$ cat src/rtl/alu_op_pkg.sv
package alu_op_pkg;

   localparam int OPSEL_BITS = 3;
   localparam int CLASS_BITS = 2;

   typedef logic [OPSEL_BITS-1:0] opsel_t;

   // operation class from the main controller
   typedef enum logic [CLASS_BITS-1:0] {
      CLS_MEM    = 2'b00,
      CLS_BRANCH = 2'b01,
      CLS_ARITH  = 2'b10,
      CLS_RSVD   = 2'b11
   } op_class_e;

   // ALU select encodings: bit 2 = invert operand b with carry-in,
   // bits 1:0 = result path (and / or / sum / less-than)
   localparam opsel_t SEL_AND = 3'b000;
   localparam opsel_t SEL_OR  = 3'b001;
   localparam opsel_t SEL_ADD = 3'b010;
   localparam opsel_t SEL_SUB = 3'b110;
   localparam opsel_t SEL_SLT = 3'b111;

   // supported function codes (register-format arithmetic)
   localparam logic [5:0] FN_ADD = 6'h20;
   localparam logic [5:0] FN_SUB = 6'h22;
   localparam logic [5:0] FN_AND = 6'h24;
   localparam logic [5:0] FN_OR  = 6'h25;
   localparam logic [5:0] FN_SLT = 6'h2A;

   function automatic logic sel_is_legal(opsel_t s);
      return (s == SEL_AND) || (s == SEL_OR) || (s == SEL_ADD) ||
             (s == SEL_SUB) || (s == SEL_SLT);
   endfunction

endpackage

$ cat src/rtl/op_class_map.sv
// First control level: class code -> fixed select or hand-off to funct.
module op_class_map
   import alu_op_pkg::*;
#(
   parameter int SEL_W = 3
) (
   input  logic [CLASS_BITS-1:0] cls,
   output logic [SEL_W-1:0]      base_sel,
   output logic                  use_funct,
   output logic                  cls_bad
);

   always_comb begin
      base_sel  = SEL_ADD;
      use_funct = 1'b0;
      cls_bad   = 1'b0;
      unique case (op_class_e'(cls))
         CLS_MEM:    base_sel = SEL_ADD;
         CLS_BRANCH: base_sel = SEL_SUB;
         CLS_ARITH:  use_funct = 1'b1;
         CLS_RSVD:   cls_bad = 1'b1;
         default:    cls_bad = 1'b1;
      endcase
   end

   // class 11 never hands off to the function decoder
   always_comb begin
      assert_rsvd_no_handoff_R5: assert (!(cls_bad && use_funct))
         else $error("reserved class handed off to funct decode");
   end

endmodule

$ cat src/rtl/funct_op_map.sv
// Second control level: function field -> ALU select.
module funct_op_map
   import alu_op_pkg::*;
#(
   parameter int FUNCT_W      = 6,
   parameter int SEL_W        = 3,
   parameter bit STRICT_FUNCT = 1'b1
) (
   input  logic [FUNCT_W-1:0] funct,
   output logic [SEL_W-1:0]   fn_sel,
   output logic               fn_bad
);

   localparam int FN_LO_W = 6;

   logic [FN_LO_W-1:0] fcode;
   assign fcode = funct[FN_LO_W-1:0];

   generate
      if (STRICT_FUNCT) begin : g_full
         // full compare of all six function bits
         always_comb begin
            fn_sel = SEL_ADD;
            fn_bad = 1'b0;
            unique case (fcode)
               FN_ADD:  fn_sel = SEL_ADD;
               FN_SUB:  fn_sel = SEL_SUB;
               FN_AND:  fn_sel = SEL_AND;
               FN_OR:   fn_sel = SEL_OR;
               FN_SLT:  fn_sel = SEL_SLT;
               default: fn_bad = 1'b1;
            endcase
         end
      end else begin : g_nibble
         // reduced decode: bit 5 set, low nibble picks the operation
         logic [3:0] nib;
         assign nib = fcode[3:0];
         always_comb begin
            fn_sel = SEL_ADD;
            fn_bad = !fcode[5];
            unique case (nib)
               4'h0:    fn_sel = SEL_ADD;
               4'h2:    fn_sel = SEL_SUB;
               4'h4:    fn_sel = SEL_AND;
               4'h5:    fn_sel = SEL_OR;
               4'hA:    fn_sel = SEL_SLT;
               default: fn_bad = 1'b1;
            endcase
            if (fn_bad) fn_sel = SEL_ADD;
         end
      end
   endgenerate

   always_comb begin
      assert_fn_bad_defaults_add_R4: assert (!fn_bad || fn_sel == SEL_ADD)
         else $error("unsupported funct did not default to add");
   end

endmodule

$ cat src/rtl/alu_op_decoder.sv
module alu_op_decoder
   import alu_op_pkg::*;
#(
   parameter int FUNCT_W      = 6,
   parameter int SEL_W        = 3,
   parameter bit STRICT_FUNCT = 1'b1
) (
   input  logic [CLASS_BITS-1:0] op_class,
   input  logic [FUNCT_W-1:0]    funct,
   output logic [SEL_W-1:0]      alu_sel,
   output logic                  illegal_funct
);

   generate
      if (SEL_W != OPSEL_BITS) begin : g_bad_sel_w
         $error("SEL_W must match the 3-bit select encoding");
      end
      if (FUNCT_W < 6) begin : g_bad_funct_w
         $error("FUNCT_W must cover a 6-bit function field");
      end
   endgenerate

   logic [SEL_W-1:0] base_sel;
   logic [SEL_W-1:0] fn_sel;
   logic             use_funct;
   logic             cls_bad;
   logic             fn_bad;

   op_class_map #(
      .SEL_W     (SEL_W)
   ) u_cls (
      .cls       (op_class),
      .base_sel  (base_sel),
      .use_funct (use_funct),
      .cls_bad   (cls_bad)
   );

   funct_op_map #(
      .FUNCT_W      (FUNCT_W),
      .SEL_W        (SEL_W),
      .STRICT_FUNCT (STRICT_FUNCT)
   ) u_fn (
      .funct  (funct),
      .fn_sel (fn_sel),
      .fn_bad (fn_bad)
   );

   always_comb begin
      alu_sel       = use_funct ? fn_sel : base_sel;
      illegal_funct = cls_bad | (use_funct & fn_bad);
   end

   // port-level checks
   always_comb begin
      assert_mem_adds_R1: assert (op_class != 2'b00 ||
                                  (alu_sel == SEL_ADD && !illegal_funct))
         else $error("load/store class must add");
      assert_branch_subs_R2: assert (op_class != 2'b01 ||
                                     (alu_sel == SEL_SUB && !illegal_funct))
         else $error("branch class must subtract");
      assert_rsvd_flagged_R5: assert (op_class != 2'b11 ||
                                      (alu_sel == SEL_ADD && illegal_funct))
         else $error("reserved class must flag and add");
      assert_sel_in_set_R7: assert (sel_is_legal(alu_sel))
         else $error("select outside the encoding set");
   end

endmodule

$ cat config.mk
export PLATFORM = sky130hd
export DESIGN_NAME = alu_op_decoder
export DESIGN_NICKNAME = d
export VERILOG_FILES = /design/src/rtl/alu_op_pkg.sv /design/src/rtl/op_class_map.sv /design/src/rtl/funct_op_map.sv /design/src/rtl/alu_op_decoder.sv
export SDC_FILE = /design/constraint.sdc
export NUM_CORES = 1
export LEC_CHECK = 0
export ABC_AREA = 1
export ABC_CLOCK_PERIOD_IN_PS = 800
export BUFFER_PORTS_ARGS = -buffer_cell sky130_fd_sc_hd__buf_2
export CORE_AREA = 2 2 39 41
export DETAILED_ROUTE_END_ITERATION = 10
export DIE_AREA = 0 0 41 43
export SLEW_MARGIN = 10
export SYNTH_ARGS = -nofsm -noshare
export SYNTH_HDL_FRONTEND = slang
export SYNTH_SLANG_ARGS = --single-unit
$ cat constraint.sdc
create_clock -name vclk -period 0.8
set_input_delay 0.16 -clock vclk [all_inputs]
set_output_delay 0.16 -clock vclk [all_outputs]
set_load 0.01 [all_outputs]
## After elaboration in Yosys (flattened, before gate mapping)

Index checks and enable logic that the tools add are counted.

| operators by class | value |
|---|---|
| eq/ne operators | 8 |
| mux-type cells | 6 |
| bitwise logic cells | 2 |
| reductions and logical operators | 1 |

Operators with widths:

| kind | number |
|---|---|
| $eq 6x6->1 const B | 5 |
| $pmux 3 s4 | 1 |
| $mux 3 | 2 |
| $reduce_or 5->1 | 1 |
| $eq 2x2->1 const B | 2 |
| $mux 1 | 3 |
| $eq 2x1->1 const B | 1 |
| $and 1x1->1 | 1 |
| $or 1x1->1 | 1 |

| storage, ports and cells | value |
|---|---|
| register bits | 0 |
| output and inout port bits | 4 |
| word-level logic and storage cells | 17 |

## Longest topological paths before layout

Gate-level depths: netlist of run 1.

| logic depth | value |
|---|---|
| depth in word-level cells | 5 |
| gate-level depth with buffers | 5 |
| mapped depth without buffers | 5 |

## Cells and area by module

From an unflattened synthesis of run 1, not the netlist that was laid out.

| second synthesis, totals | value |
|---|---|
| cells, all modules | 47 |
| area total of the unflattened synthesis | 202.7 um^2 |

Modules (own cells, without submodules):

| module | times used | cells each | area each (um^2) | sequential area each (um^2) |
|---|---|---|---|---|
| funct_op_map | 1 | 24 | 108.9 | 0.0 |
| alu_op_decoder | 1 | 13 | 48.8 | 0.0 |
| op_class_map | 1 | 10 | 45.0 | 0.0 |

## Least setup slack after synthesis of run 1

No wires, ideal clock.

| timing | value |
|---|---|
| path type | input port to output port |
| start point | in op_class[1] |
| end point | out alu_sel[0] |
| arrival time | 684 ps |
| slack | -44 ps |
| cell stages on the path | 4 |
| cells stage by stage | inv_1 > nor2_2 > nand4_2 > o21ai_2 |

| on the way | value |
|---|---|
| longest elaborated chain between the ends | 3 |

RTL lines:

| item | line | source |
|---|---|---|
| start: declaration | alu_op_decoder.sv:8 | `input logic [CLASS_BITS-1:0] op_class,` |
| $eq 2x2->1 | op_class_map.sv:17 | `unique case (op_class_e'(cls))` |
| $mux 1 | op_class_map.sv:17 |  |
| $mux 3 | alu_op_decoder.sv:49 | `alu_sel = use_funct ? fn_sel : base_sel;` |
| end: declaration | alu_op_decoder.sv:10 | `output logic [SEL_W-1:0] alu_sel,` |

No other way between the ends.

## Worst setup path in the final report of run 1

| timing | value |
|---|---|
| start point | in funct[4] |
| end point | out alu_sel[0] |

| on the way | value |
|---|---|
| longest elaborated chain between the ends | 3 |

RTL lines:

| item | line | source |
|---|---|---|
| start: declaration | alu_op_decoder.sv:9 | `input logic [FUNCT_W-1:0] funct,` |
| $eq 6x6->1 | funct_op_map.sv:25 | `unique case (fcode)` |
| $pmux 3 s4 (*) | funct_op_map.sv:25 |  |
| $mux 3 (*) | alu_op_decoder.sv:49 |  |

Mark *: on every way between the ends. The rest lies on a longest branch, timed or not.

==> results.json, run 1 <==
{
  "syn_area_per_cell_um2": 5.21,
  "syn_nets": 32,
  "drv_cap": 0,
  "finalCritPeriodShare_pct": 122,
  "violations": "negative setup slack",
  "synth_mux_area_share_pct": 0,
  "synth.distinct_cells": 9,
  "syn_inst": 24,
  "drive_gt1_share_pct": 66.7,
  "dp_hpwl_um": 362,
  "fill_cells": 157,
  "outcome": "finished, violations left",
  "grt_overflow": 0,
  "grt_max_degree": 7,
  "antenna_cells": 0,
  "ys_seq_area_share_pct": 0,
  "p_per_area_nw_per_um2": 421,
  "grt.total_usage_pct": 4.90,
  "ant_nets": 0,
  "setup_viol": 4,
  "worstSetupStartpointType": "primary input",
  "place_congestion": 0.599,
  "synth_top_family_by_area": "simple AND/OR/NAND/NOR gates",
  "grt_pass1_wl_um": 648,
  "synthAdderAreaFrac_pct": 0,
  "path_class": "in2out",
  "postCtsHoldBufs": 0,
  "yosysWarningCount": 0,
  "grt_antenna_before_repair": 0,
  "yosys.area_share.simple_pct": 78.0,
  "period_needed_ns": 0.978,
  "vias": 203,
  "irDropWorstVdd_uv": 64.9,
  "die_area_um2": 1760,
  "slew-limit-headroom_pct": 86.9,
  "power.total_uw": 132,
  "post_drt_wl_per_cell_um": 7.35,
  "synthTopCellsByArea": "inv_1 (15%), nand4_1 (15%), nor2_1 (15%)",
  "startpoint": "funct[4]",
  "dpl-instance-area_um2": 269,
  "critical_path.endpoint_type": "output pin",
  "syn_to_final_growth_pct": 151,
  "initial_core_util_pct": 9.04,
  "drc_errors": 0,
  "rows": 14,
  "clockBufferCount": 0,
  "regArea_um2": 0,
  "die_w_um": 41,
  "nFlopsAndLatches": 0,
  "worst_slack_ns": -0.178,
  "routed_wl_um": 404,
  "hold_class": "in2out",
  "report.final.slew_viol_count": 0,
  "design_area_um2": 314,
  "routed_via_density": 3.69,
  "yosysTopAreaCell": "inv_1",
  "synth_top_area_share_pct": 15.0,
  "io_buffers": 12,
  "drtPass1Iterations": 2,
  "grt_pass1_vias": 182,
  "timing_hold_violations_final": 0,
  "max_clock_freq_mhz": 1020,
  "fp.coreArea_um2": 1380,
  "drtIter0Drc": 2,
  "synth_area_um2": 125,
  "synth_compound_area_share_pct": 7.00,
  "multi_input_area_um2": 143,
  "synth_xor_area_share_pct": 0,
  "rsz0062_at_grt": "true",
  "cp_data_arrival_time_ns": 0.82,
  "hp-start": "funct[4]",
  "utilization_pct": 22.7,
  "ioPinCount": 12,
  "cp_max_fo": 6,
  "die_y_um": 43,
  "worst_pin_slew_ns": 0.196,
  "worstPathRequired_ns": 0.64,
  "fin_nets": 49,
  "p_leak_uw": 0.000147
}
[per-stage QoR]
step	TNS (ns)	worst slack, ns	cells	hold WS, ns
CTS	-0.531	-0.173	55	0.647
global placement	-0.714	-0.232	55	0.653
floorplan	0	0.000514	24	0.398
finish	-0.531	-0.178	55	0.624
detailed placement	-0.729	-0.243	55	0.655
global route	-0.728	-0.243	55	0.637
[power breakdown]
part	internal [uW]	switching [uW]	leakage [uW]
sequential	0	0	0
clock	0	0	0
combinational	65.0	67.2	0.000147
total	65.0	67.2	0.000147
[worst max-delay path: stages]
cell	delay (ns)
buf_6	0.09
nor2_4	0.19
nand4_4	0.13
o21ai_2	0.12
buf_2	0.13
[routing by layer]
metal  GRT usage, %  vias up  part of all wire [%]
met1           5.06       90                    33
met2           9.69        4                    60
met4              0        0                     0
met3           1.05        0                   6.2
li1               -      109                     -
met5              0        -                     0
[cell type report]
type / instances / share of cell area (%)
well taps: 16 / 6.37
multi-input cells: 19 / 45.4
inverters: 5 / 9.96
repair buffers: 15 / 38.2
[cell families (layout without fill, tap and decap cells)]
group	after synthesis	in the layout
and+or+nand+nor	18	18
AOI/OAI and AO/OA	1	1
buffers and inverters	5	20
[worst paths after layout]
path / to / slack [ns] / cells after the start
max: alu_sel[0] / -0.18 / 5
min: alu_sel[1] / 0.62 / 4
[layout by cell type (no fill, tap or decap)]
master | synthesis | layout
nand2_1 | 4 | 4
nor2_4 | 1 | 3
buf_8 | 0 | 1
inv_1 | 5 | 3
nand4_1 | 3 | 3
buf_2 | 0 | 8
nand3_1 | 3 | 1
buf_4 | 0 | 3
nand3_2 | 0 | 2
nand4_4 | 0 | 1
o21ai_2 | 1 | 1
buf_12 | 0 | 1
buf_6 | 0 | 2
nor2_2 | 1 | 2
inv_6 | 0 | 1
inv_8 | 0 | 1
nor2_1 | 5 | 2
[timing repair]
action	4_1_cts	5_1_grt
buffers inserted	0	0
gates resized for setup	7	4
endpoints found under the setup margin	4	4
endpoints found under the hold margin	0	0
pin swaps	4	2
[Yosys cell counts]
master and number:
inv_1 5, nor2_1 5, nand3_1 3, nand4_2 1, nand4_1 3, o21ai_2 1, nand2_1 4, nor2_4 1
nor2_2 1
Power figures use the tool's default switching activity.
==> run 2: changes to the inputs <==
--- a/config.mk
+++ b/config.mk
@@ -6,7 +6,7 @@
 export NUM_CORES = 1
 export LEC_CHECK = 0
 export ABC_AREA = 1
-export ABC_CLOCK_PERIOD_IN_PS = 800
+export ABC_CLOCK_PERIOD_IN_PS = 1100
 export BUFFER_PORTS_ARGS = -buffer_cell sky130_fd_sc_hd__buf_2
 export CORE_AREA = 2 2 39 41
 export DETAILED_ROUTE_END_ITERATION = 10
==> constraint.sdc (replaced) <==
create_clock -name vclk -period 1.1
set_input_delay 0.22 -clock vclk [all_inputs]
set_output_delay 0.22 -clock vclk [all_outputs]
set_load 0.01 [all_outputs]
==> results.json, run 2 (same netlist as run 1, synthesis figures left out) <==
{
  "p_leak_uw": 0.000125,
  "drtIter0Drc": 8,
  "nFlopsAndLatches": 0,
  "timing_hold_violations_final": 0,
  "antenna_cells": 0,
  "die_area_um2": 1760,
  "place_ws_ns": -0.0397,
  "stdcell_count": 52,
  "report.final.slew_viol_count": 0,
  "grt_overflow": 0,
  "ant_nets": 0,
  "postCtsHoldBufs": 0,
  "grt.total_usage_pct": 3.60,
  "grt_antenna_before_repair": 0,
  "hold_class": "in2out",
  "drtPass1Iterations": 4,
  "io_buffers": 12,
  "critical_path.endpoint_type": "output pin",
  "internal_power_uw": 36.0,
  "rsz0062_at_grt": "true",
  "power.switching_uw": 37.5,
  "fp.coreArea_um2": 1380,
  "rows": 14,
  "die_y_um": 43,
  "startpoint": "funct[4]",
  "cp_data_arrival_time_ns": 0.84,
  "max_clock_freq_mhz": 941,
  "worst_pin_slew_ns": 0.147,
  "routed_via_density": 3.88,
  "p_comb_share_pct": 100.0,
  "syn_to_final_growth_pct": 97.0,
  "worstSetupStartpointType": "primary input",
  "placed_cells": 52,
  "drc_errors": 0,
  "path_class": "in2out",
  "worst_slack_ns": 0.0373,
  "p_per_area_nw_per_um2": 298,
  "regArea_um2": 0,
  "vias": 202,
  "tns_ns": 0,
  "grt_pass1_wl_um": 476,
  "post_drt_wl_per_cell_um": 7.38,
  "layout_commonest_cell": "buf_2",
  "ioPinCount": 12,
  "finalCritPeriodShare_pct": 96.6,
  "power.total_uw": 73.4,
  "pwr-share-seq_pct": 0,
  "clockBufferCount": 0,
  "die_w_um": 41,
  "period_needed_ns": 1.06,
  "place_congestion": 0.448,
  "fin_nets": 46,
  "irDropWorstVdd_uv": 37.9,
  "power.share.clock_pct": 0,
  "worstPathRequired_ns": 0.88,
  "slew-limit-headroom_pct": 90.2,
  "drv_cap": 0,
  "grt_pass1_vias": 153,
  "cp_max_fo": 6,
  "grt_max_degree": 7,
  "routed_wl_um": 384,
  "dp_hpwl_um": 318,
  "switching_share_pct": 51.0,
  "drive_gt1_share_pct": 55.6,
  "setup_viol": 0,
  "outcome": "completed",
  "initial_core_util_pct": 9.04,
  "hp-start": "op_class[1]",
  "layout_common_cells": "buf_2 (8), nand2_1 (4)"
}
run 2: cell type report:
type                            instances  area, um2
Fill cell                             157       1140
Timing Repair Buffer                   12       88.8
Inverter                                5       21.3
Tap cell                               16       20.0
Multi-Input combinational cell         19        116
run 2: metal layers:
metal	track usage [%]	wire, um	vias to the layer above
li1	-	-	104
met1	2.85	130	92
met4	0	0	0
met5	0	0	-
met2	8.44	218	6
met3	0	35	0
run 2: repair_timing:
item / in CTS / in global routing
buffers inserted: 0 / 0
gates cloned: 0 / 0
endpoints found under the setup margin: 1 / 2
pin swaps: 0 / 1
resized for setup: 1 / 11
run 2: worst max-delay path, stage by stage:
cell     delay [ns]
buf_6          0.09
nor2_4         0.15
nand3_1        0.09
nand4_1        0.10
nand2_1        0.05
buf_2          0.13
run 2: per-stage QoR:
stage	instance area [um2]	hold slack, ns	util, %
final	246	0.729	17.8
after global routing	246	0.754	17.8
after CTS	210	0.743	15.2
after detailed placement	205	0.743	14.8
after global placement	205	0.737	14.8
after floorplan	125	0.548	-
run 2: power by group through the flow:
| stage | logic [uW] | clock network, uW | registers [uW] |
|---|---|---|---|
| floorplan | 28.5 | 0 | 0 |
| global placement | 55.8 | 0 | 0 |
| detailed placement | 56.4 | 0 | 0 |
| CTS | 58.6 | 0 | 0 |
| global route | 79.8 | 0 | 0 |
| finish | 73.4 | 0 | 0 |
run 2: path summary, 6_finish.rpt:
check,end,slack (ns),depth (start not counted)
worst min-delay path,illegal_funct,0.73,4
worst max-delay path,illegal_funct,0.04,6
